**src/rtl/i2c_dbuf_flags.sv**
```systemverilog
module i2c_dbuf_flags #(
  parameter int W = 8
) (
  input  logic         clk,
  input  logic         rst_n,
  input  logic         cpu_wr,
  input  logic         cpu_rd,
  input  logic [W-1:0] cpu_wdata,
  input  logic         mode_wr,
  input  logic         mode_master,
  input  logic         mode_tx,
  input  logic         clr_al,
  input  logic         clr_stop,
  input  logic         ack_chk_en,
  input  logic [3:0]   irq_en,
  input  logic         ev_start,
  input  logic         ev_stop,
  input  logic         ev_tx_done,
  input  logic         ev_rx_done,
  input  logic         ev_arb_lost,
  input  logic         ack_bit,
  input  logic [W-1:0] rx_byte,
  output logic         master,
  output logic         tx_mode,
  output logic         busy,
  output logic         txe,
  output logic         rxf,
  output logic         al,
  output logic         stop_flag,
  output logic         ack_stat,
  output logic         shift_load,
  output logic [W-1:0] shift_data,
  output logic [W-1:0] rx_data,
  output logic         hold,
  output logic         irq
);

  logic [W-1:0] tbuf;
  logic         sh_idle;
  logic         sh_full;
  logic         move_tx;
  logic         rd_take;

  assign move_tx = tx_mode & ~txe & (sh_idle | ev_tx_done);
  assign rd_take = cpu_rd & rxf;
  assign hold    = busy & ((tx_mode & sh_idle & txe) | (~tx_mode & sh_full));
  assign irq     = |(irq_en & {stop_flag, al, rxf, txe});

  always_ff @(posedge clk or negedge rst_n) begin
    if (!rst_n) begin
      tbuf <= '0; shift_data <= '0; rx_data <= '0;
      txe <= 1'b0; rxf <= 1'b0; sh_idle <= 1'b0; sh_full <= 1'b0;
      shift_load <= 1'b0; busy <= 1'b0; al <= 1'b0; stop_flag <= 1'b0;
      ack_stat <= 1'b0; master <= 1'b0; tx_mode <= 1'b0;
    end else begin
      shift_load <= move_tx;
      if (cpu_wr) tbuf <= cpu_wdata;

      if (ev_start)    txe <= 1'b1;
      else if (cpu_wr) txe <= 1'b0;
      else if (move_tx) txe <= 1'b1;

      if (ev_start)                    sh_idle <= 1'b1;
      else if (ev_stop)                sh_idle <= 1'b0;
      else if (move_tx)                sh_idle <= 1'b0;
      else if (ev_tx_done && tx_mode)  sh_idle <= 1'b1;

      if (move_tx)         shift_data <= tbuf;
      else if (ev_rx_done) shift_data <= rx_byte;

      if (rd_take) begin
        if (sh_full) begin
          rx_data <= shift_data;
          sh_full <= ev_rx_done;
        end else if (ev_rx_done) begin
          rx_data <= rx_byte;
        end else begin
          rxf <= 1'b0;
        end
      end else if (ev_rx_done) begin
        if (!rxf) begin
          rx_data <= rx_byte;
          rxf     <= 1'b1;
        end else begin
          sh_full <= 1'b1;
        end
      end

      if (ev_tx_done && ack_chk_en) ack_stat <= ack_bit;

      if (ev_arb_lost) begin
        master  <= 1'b0;
        tx_mode <= 1'b0;
      end else if (mode_wr) begin
        master  <= mode_master;
        tx_mode <= mode_tx;
      end

      if (ev_arb_lost) al <= 1'b1;
      else if (clr_al) al <= 1'b0;

      if (ev_start)     busy <= 1'b1;
      else if (ev_stop) busy <= 1'b0;

      if (ev_stop)       stop_flag <= 1'b1;
      else if (clr_stop) stop_flag <= 1'b0;
    end
  end

  a_r2_start: assert property (@(posedge clk) disable iff (!rst_n)
    ev_start && !ev_stop |=> busy && txe);

  a_r4_load_after_done: assert property (@(posedge clk) disable iff (!rst_n)
    ev_tx_done && tx_mode && !txe && !cpu_wr && !ev_start |=> shift_load && txe);

  a_r5_stall_on_empty: assert property (@(posedge clk) disable iff (!rst_n)
    ev_tx_done && tx_mode && txe && busy && !cpu_wr && !ev_start && !ev_stop && !ev_arb_lost
    |=> hold && !shift_load);

  a_r6_rx_capture: assert property (@(posedge clk) disable iff (!rst_n)
    ev_rx_done && !rxf && !cpu_rd |=> rxf && rx_data == $past(rx_byte));

  a_r8_arb_lost: assert property (@(posedge clk) disable iff (!rst_n)
    ev_arb_lost |=> al && !master && !tx_mode);

  a_r9_stop: assert property (@(posedge clk) disable iff (!rst_n)
    ev_stop && !ev_start |=> !busy && stop_flag);

endmodule

```
**config.mk**
```make
export PLATFORM = sky130hd
export DESIGN_NAME = i2c_dbuf_flags
export DESIGN_NICKNAME = d
export VERILOG_FILES = /design/src/rtl/i2c_dbuf_flags.sv
export SDC_FILE = /design/constraint.sdc
export NUM_CORES = 1
export LEC_CHECK = 0
export BUFFER_PORTS_ARGS = -buffer_cell sky130_fd_sc_hd__buf_2
export CAP_MARGIN = 20
export CORE_MARGIN = 4
export CORE_UTILIZATION = 43
export CTS_CLUSTER_SIZE = 24
export DETAILED_ROUTE_END_ITERATION = 10
export GPL_TIMING_DRIVEN = 0
export PLACE_DENSITY = 0.78
export SETUP_SLACK_MARGIN = 0.15
export SKIP_CTS_REPAIR_TIMING = 1
export SYNTH_ARGS = -nofsm -noshare
export SYNTH_HDL_FRONTEND = slang
export SYNTH_SLANG_ARGS = --single-unit
```
**constraint.sdc**
```tcl
create_clock -name clk -period 1.5 [get_ports clk]
set_clock_uncertainty 0.2 [all_clocks]
set_input_delay 0.3 -clock clk [delete_from_list [all_inputs] [get_ports clk]]
set_output_delay 0.3 -clock clk [all_outputs]
set_load 0.03 [all_outputs]
```
==> results of run 1 <==
metrics by stage:
step | power, mW | setup TNS, ns | setup WS [ns] | util
floorplan | 1.73 | 0 | 0.0784 | -
global placement | 1.97 | -0.0502 | -0.0502 | 0.560
detailed placement | 2.00 | -0.236 | -0.0671 | 0.560
CTS | 2.74 | -0.553 | -0.368 | 0.588
global route | 3.27 | -1.09 | -0.235 | 0.703
finish | 3.13 | -0.519 | -0.195 | 0.703
cell type report:
cell class | count | area (sq um)
Buffer | 9 | 77.6
Clock buffer | 7 | 96.3
Clock inverter | 1 | 7.51
Fill cell | 252 | 1100
Inverter | 11 | 43.8
Multi-Input combinational cell | 96 | 795
Sequential cell | 35 | 881
Tap cell | 48 | 60.1
Timing Repair Buffer | 86 | 651
logic make-up after synthesis:
kind of cell / Yosys count / synth area share
flops: 35 / 0.525
compound gates: 45 / 0.191
mux: 19 / 0.121
buf+inv: 20 / 0.0615
simple gates: 32 / 0.102
metal layers:
layer / up-vias / track usage / wire length, um
met5: - / 0 / 0
met2: 86 / 0.261 / 2580
li1: 734 / - / -
met1: 798 / 0.205 / 1950
met3: 8 / 0.0518 / 329
met4: 0 / 0.0745 / 80
report_power, final:
part	leakage, nW	total, mW	switching [mW]	internal (mW)
combinational	0.802	1.19	0.617	0.572
clock	0.0505	0.747	0.329	0.418
sequential	0.399	1.20	0.117	1.08
worst max-delay path by stage:
stage	startpoint	endpoint	slack, ns
finish	sh_full	hold	-0.20
global route	sh_full	hold	-0.24
CTS	sh_full	hold	-0.37
detailed placement	cpu_rd	rx_data[2]	-0.07
global placement	sh_full	hold	-0.05
floorplan	tx_mode	shift_data[0]	0.08
cells in the final DEF, fill, tap and decap left out, drive strengths merged:
cell type / instances
and2: 1
nor2b: 4
nor2: 5
a21o: 3
mux2i: 10
or2: 1
inv: 11
buf: 92
nand2: 4
a222oi: 5
nand3: 9
nand2b: 7
nand3b: 1
a22oi: 2
o21ai: 19
clkbuf: 8
dfrtp: 35
mux2: 9
a221oi: 3
o31ai: 1
a21boi: 1
dlygate4sd3: 2
clkinvlp: 1
a21oi: 3
o22ai: 8
critical path: cells and delay by family, from the launching register on:
family                 cells  cell delay, ns
buffers and inverters      2            0.28
AO/OA/AOI/OAI              1            0.12
flip-flops                 1            0.44
AND/OR/NAND/NOR            1            0.06
==> impl_metrics.tcl, run 1 <==
set metrics [dict create \
    wire_per_inst_um 16.9 \
    final_area_sq_mm 0.00261 \
    grt_pass1_vias 1423 \
    start_kind "flop" \
    yosysWarnings 0 \
    antenna_found_initial 0 \
    synth.top_cell.area_share 0.525 \
    final_cells 293 \
    rrSetupSlack_ns -0.10 \
    gp_congestion 0.769 \
    dieArea_sq_mm 0.00494 \
    synth_area_per_cell_sq_um 11.1 \
    synth-edff-count 0 \
    crit_path_end_kind "primary output" \
    vias 1626 \
    cts.clk_slew.worst_paths_ns 0.07 \
    cp_cell_sequence "buf_6, nand2b_4, a21boi_4, buf_6" \
    reg2reg_to "rx_data[6]" \
    rsz0062_at_grt "true" \
    fin_nets 280 \
    rows 22 \
    layout-drive-gt1-share 0.567 \
    synth_nets 187 \
    crit_path_frequent_cell "buf_6" \
    clock_sinks 35 \
    fmax_mhz 590 \
    routed_wl_um 4940 \
    dr.pass1.iters 5 \
    ys_async_sr_fraction 1.00 \
    ys_types 26 \
    rr_worst_depth 5 \
    grt_overflow 0 \
    start_util 0.449 \
    syn-instance-count 151 \
    netlist_area_sq_mm 0.00167 \
    antenna_left 0 \
    maxCapViolCount 0 \
    dpl_cell_area_sq_mm 0.00208 \
    cts-buffers-inserted 5 \
    critPathKind "flop to primary output" \
    area_growth_pct 56.4 \
    vias_per_cell 5.55 \
    slowest_stage "dfrtp_2" \
    drv_slew 0 \
    whs_ns -0.123 \
    ys_top_cells_by_count "dfrtp_1, inv_1, o21ai_0, mux2i_1" \
    violations "negative hold slack, negative setup slack" \
    drc_errors 0 \
    drtIter0Drc 222 \
    max_slew.worst_pin.slew_ns 0.747 \
    yosys.area.top_type "dfrtp_1" \
    r2r_start "sh_full" \
    ir_drop_uv 515 \
    p_leak_nw 1.25 \
    yosysMostFrequentCell "dfrtp_1" \
    die_y_um 70.3 \
    clock_path_buffers 2 \
    ys_ff_latch 35 \
    grt_max_degree 36 \
    core_area_sq_mm 0.00372 \
    fp.dieW_um 70.3 \
    root_buffer "clkbuf_8" \
    h-tree-depth 2 \
    relSlewSlack 0.502 \
    power_density_mw_per_mm2 1200 \
    port-buffer-count 61 \
    layout_setup_ws_ns -0.195 \
    hold_path.class "primary input to async pin" \
    seq_area_frac_synth 0.525 \
    hold_viol_final 35 \
    n_antenna_cell 0 \
    min_period_ns 1.70 \
    dp_cells 260 \
    io_pins 63 \
    required_ns 1.00 \
    grt_pass1_wl_um 6540 \
    synth_area_leaders "dfrtp_1, mux2_2, mux2i_1, o21ai_2, o21ai_0" \
    slowest_delay_ns 0.44 \
    arrival_ns 1.20 \
    cts_tree "built" \
    setup_viol 7 \
    status "complete, but fails checks" \
    track_usage 0.165 \
    fin_crit_sh 1.13 \
    reg.largest.list "rx_data (8), shift_data (8), tbuf (8)" \
    crit_fanout 4 \
    post-dp-hpwl_um 3020 \
    ys.flop_type "dfrtp_1" \
    clkLatencyLatePin_ns 0.28 \
]
(Power assumes the default switching activity.)
==> run 2: changes to the inputs <==
==> constraint.sdc (replaced) <==
create_clock -name clk -period 1.5 [get_ports clk]
set_clock_uncertainty 0.2 [all_clocks]
set_input_delay 0.075 -clock clk [delete_from_list [all_inputs] [get_ports clk]]
set_output_delay 0.075 -clock clk [all_outputs]
set_load 0.03 [all_outputs]
==> run 2 against run 1 <==
Compared with the run above: the run ends with negative hold slack left; die area unchanged; critical path depth unchanged; sequential power about the same; critical path type unchanged; critical endpoint is now irq; largest cell class unchanged.
==> impl_metrics.tcl, run 2 (synthesis gave the netlist of run 1 again) <==
set metrics [dict create \
    dpl_cell_area_sq_mm 0.00207 \
    multiInputGateArea_sq_um 771 \
    grt_max_degree 36 \
    cts-buffers-inserted 5 \
    grt_pass1_vias 1416 \
    drc_errors 0 \
    dieArea_sq_mm 0.00494 \
    rows 22 \
    fp.dieW_um 70.3 \
    violations "negative hold slack" \
    layout_setup_ws_ns 0.0400 \
    root_buffer "clkbuf_8" \
    final_area_sq_mm 0.00263 \
    cts.clk_slew.worst_paths_ns 0.07 \
    antenna_found_initial 0 \
    reg.largest.list "rx_data (8), shift_data (8), tbuf (8)" \
    layout-drive-gt1-share 0.467 \
    crit_path_end_kind "primary output" \
    critPathKind "flop to primary output" \
    rsz0062_at_grt "true" \
    grt_pass1_wl_um 6620 \
    grt_overflow 0 \
    hold_path.class "primary input to flop" \
    relSlewSlack 0.478 \
    power_density_mw_per_mm2 1110 \
    die_y_um 70.3 \
    antenna_left 0 \
    maxCapViolCount 0 \
    area_growth_pct 57.6 \
    dr.pass1.iters 6 \
    seqCellArea_sq_um 881 \
    p_leak_nw 1.24 \
    drtIter0Drc 210 \
    min_period_ns 1.46 \
    clkLatencyLatePin_ns 0.29 \
    crit_fanout 8 \
    vias_per_cell 5.37 \
    arrival_ns 1.19 \
    place_ws_ns 0.0577 \
    utilization 0.708 \
    required_ns 1.22 \
    drv_slew 0 \
    h-tree-depth 2 \
    ir_drop_uv 672 \
    fin_crit_sh 0.973 \
    fin_nets 292 \
    hold_viol_final 1 \
    start_util 0.449 \
    routed_wl_um 4960 \
    fill_cells 266 \
    post-dp-hpwl_um 2890 \
    setup_viol 0 \
    whs_ns -0.0146 \
    clock_sinks 35 \
    io_pins 63 \
    clock_path_buffers 2 \
    fmax_mhz 685 \
    layout_common_cells "buf_2, dfrtp_1, dlygate4sd3_1" \
    gp_congestion 0.799 \
    status "complete, but fails checks" \
    n_antenna_cell 0 \
    track_usage 0.167 \
    port-buffer-count 61 \
    start_kind "flop" \
    core_area_sq_mm 0.00372 \
    cts_tree "built" \
    max_slew.worst_pin.slew_ns 0.782 \
    vias 1638 \
    wire_per_inst_um 16.3 \
    fin_setup_tns_ns 0 \
    final_common_cell "buf_2" \
]
==> run 2: changes by cell type in the layout (fill, tap and decap cells not counted), sizes merged <==
cell / previous run / this run
clkbuf: 8 / 10
dlygate4sd3: 2 / 29
clkinvlp: 1 / 0
buf: 92 / 76
==> run 2: worst paths after layout <==
path                                  from             to  slack, ns  depth (start not counted)
worst max-delay path                   rxf            irq       0.04                          4
worst min-delay path            ev_tx_done        sh_idle      -0.01                          3
worst max register to register     sh_idle  shift_data[4]       0.05                          5
worst min register to register    ack_stat       ack_stat       0.30                          1
max in group asynchronous            rst_n        sh_full       0.36                          2
min in group asynchronous            rst_n         master       0.20                          2
==> run 2: cell type report <==
class | count | area share
well taps | 48 | 0.0228
flip-flops and latches | 35 | 0.335
clock buffers | 8 | 0.0381
multi-input cells | 96 | 0.293
plain buffers | 9 | 0.0309
repair buffers | 98 | 0.264
inverters | 11 | 0.0167
==> run 2: critical path, cell delays in order, from the launching register on <==
cell     delay [ns]
dfrtp_2        0.41
buf_8          0.15
a22oi_2        0.11
nand2_1        0.08
buf_6          0.14
==> run 2: through the flow <==
stage,total power [mW],hold slack [ns],std cells
4_1_cts,2.73,-0.328,268
6_report,2.91,-0.0146,305
5_1_grt,3.04,0.00421,305
3_5_place_dp,1.98,-0.00670,260
2_1_floorplan,1.72,-0.421,151
3_3_place_gp,1.96,-0.00683,260
==> run 2: power by group <==
| group | switching, mW | leakage [nW] | internal, mW | total [mW] |
|---|---|---|---|---|
| Combinational | 0.543 | 0.790 | 0.406 | 0.949 |
| Clock | 0.340 | 0.0515 | 0.419 | 0.759 |
| Sequential | 0.116 | 0.399 | 1.08 | 1.20 |
==> run 2: routing by layer <==
layer  vias to the layer above  share of wire  track usage  wire length [um]
met1                       772           0.39        0.211              1930
met4                         0          0.027       0.0830               132
met2                        94           0.51        0.260              2540
met3                        15          0.072       0.0475               358
li1                        757              -            -                 -
met5                         -              0            0                 0
==> run 3: changes to the inputs <==
REMOVE_ABC_BUFFERS = 1   (was unset)
==> run 3 against run 2 <==
Compared with the run above: the run still ends with negative hold slack left; sequential share of layout area increased by 0.97 points; clock-buffer cell count decreased by 1; largest power group unchanged; routed wire length increased by 0.42%; clock power decreased by 14%; non-clock buffer count decreased by 3; sequential power about the same.
==> impl_metrics.tcl, run 3 (synthesis gave the netlist of run 1 again) <==
set metrics [dict create \
    status "complete, but fails checks" \
    violations "negative hold slack" \
    whs_ns -0.00280 \
    clkLatencyLatePin_ns 0.29 \
    required_ns 1.22 \
    rrSetupSlack_ns 0.04 \
    start_kind "flop" \
    drc_errors 0 \
    crit_path_end_kind "primary output" \
    layout-drive-gt1-share 0.461 \
    port-buffer-count 62 \
    gp_congestion 0.723 \
    dpl_cell_area_sq_mm 0.00198 \
    dr.pass1.iters 4 \
    critPathKind "flop to primary output" \
    final_common_cell "buf_2" \
    clock_sinks 35 \
    drtIter0Drc 247 \
    rsz0062_at_grt "true" \
    slowest_delay_ns 0.46 \
    grt_overflow 0 \
    h-tree-depth 2 \
    maxCapViolCount 0 \
    endpoint "hold" \
    wire_per_inst_um 16.5 \
    hold_path.class "primary input to flop" \
    clock_path_buffers 2 \
    ir_drop_uv 524 \
    die_y_um 70.3 \
    fin_crit_sh 0.978 \
    r2r_start "sh_full" \
    arrival_ns 1.19 \
    cp-startpoint "tx_mode" \
    cp_cell_sequence "nand2b_4, a21boi_1, buf_4" \
    cts_tree "built" \
    routed_wl_um 4980 \
    grt_pass1_vias 1299 \
    antenna_left 0 \
    drv_slew 0 \
    antenna_found_initial 0 \
    slowest_stage "dfrtp_2" \
    min_period_ns 1.47 \
    core_area_sq_mm 0.00372 \
    start_util 0.449 \
    fill_cells 251 \
    post-dp-hpwl_um 2820 \
    rows 22 \
    reg.largest.list "rx_data (8), shift_data (8), tbuf (8)" \
    layout_common_cells "buf_2, dfrtp_1, dlygate4sd3_1" \
    dieArea_sq_mm 0.00494 \
    relSlewSlack 0.503 \
    setup_viol 0 \
    grt_max_degree 36 \
    rr_worst_depth 4 \
    crit_fanout 7 \
    fmax_mhz 682 \
    max_slew.worst_pin.slew_ns 0.746 \
    power_density_mw_per_mm2 1100 \
    root_buffer "clkbuf_8" \
    n_antenna_cell 0 \
    fin_nets 289 \
    grt_pass1_wl_um 6300 \
    cts.clk_slew.worst_paths_ns 0.07 \
    track_usage 0.163 \
    cts-buffers-inserted 5 \
    hold_viol_final 1 \
    final_area_sq_mm 0.00256 \
    vias 1608 \
    reg2reg_to "rx_data[6]" \
    fin_setup_tns_ns 0 \
    area_growth_pct 53.1 \
    p_leak_nw 1.22 \
    io_pins 63 \
    fp.dieW_um 70.3 \
    vias_per_cell 5.32 \
    utilization 0.688 \
]
-- run 3: cell count changes in the layout (fill, tap and decap cells not counted), moves of 2 or more --
cell,previous run,this run
buf_4,7,10
o21ai_1,3,0
a221oi_1,2,0
a221oi_2,1,3
buf_2,61,59
buf_8,2,0
clkbuf_8,7,5
o21ai_0,8,10
o21ai_2,7,9
-- run 3: final cells by class --
| cell class | instances | area [sq um] | share of cell area |
|---|---|---|---|
| sequential | 35 | 881 | 0.345 |
| clock inverter | 1 | 5.00 | 0.00196 |
| timing repair buffer | 104 | 729 | 0.285 |
| inverter | 11 | 41.3 | 0.0162 |
| clock buffer | 7 | 76.3 | 0.0299 |
| multi-input combinational | 96 | 763 | 0.299 |
| tap | 48 | 60.1 | 0.0235 |
-- run 3: stage by stage --
step	setup slack, ns	cells	hold WS [ns]	power [mW]
after floorplan	-0.206	142	-0.421	1.67
after global placement	-0.205	252	-0.0104	1.92
after detailed placement	-0.205	252	-0.0138	1.94
after CTS	-0.229	260	-0.327	2.59
after global routing	-0.0210	302	0.0357	2.94
final	0.0329	302	-0.00280	2.81
-- run 3: worst max-delay path, delay by kind of cell, from the launching register on --
family | cells | cell delay (ns)
DFF | 1 | 0.46
AOI/OAI and AO/OA | 1 | 0.12
buffers and inverters | 1 | 0.17
and+or+nand+nor | 1 | 0.16
-- run 3: how the worst min path moves through the flow --
stage / from / to / slack [ns] / cells after the start
global route: cpu_rd / sh_full / 0.04 / 2
CTS: rst_n / sh_full / -0.33 / 1
finish: cpu_rd / sh_full / -0.003 / 2
global placement: rst_n / rx_data[1] / -0.01 / 1
floorplan: rst_n / ack_stat / -0.42 / 0
detailed placement: rst_n / rx_data[1] / -0.01 / 1
-- run 3: layer usage --
layer / share of wire / track usage / vias up
li1: - / - / 746
met1: 0.37 / 0.203 / 794
met2: 0.55 / 0.254 / 53
met3: 0.055 / 0.0604 / 15
met4: 0.024 / 0.0681 / 0
met5: 0 / 0 / -
-- run 3: power by group --
group | leakage (nW) | internal (mW) | switching, mW
Clock | 0.0422 | 0.326 | 0.328
Combinational | 0.781 | 0.397 | 0.548
Sequential | 0.399 | 1.08 | 0.125
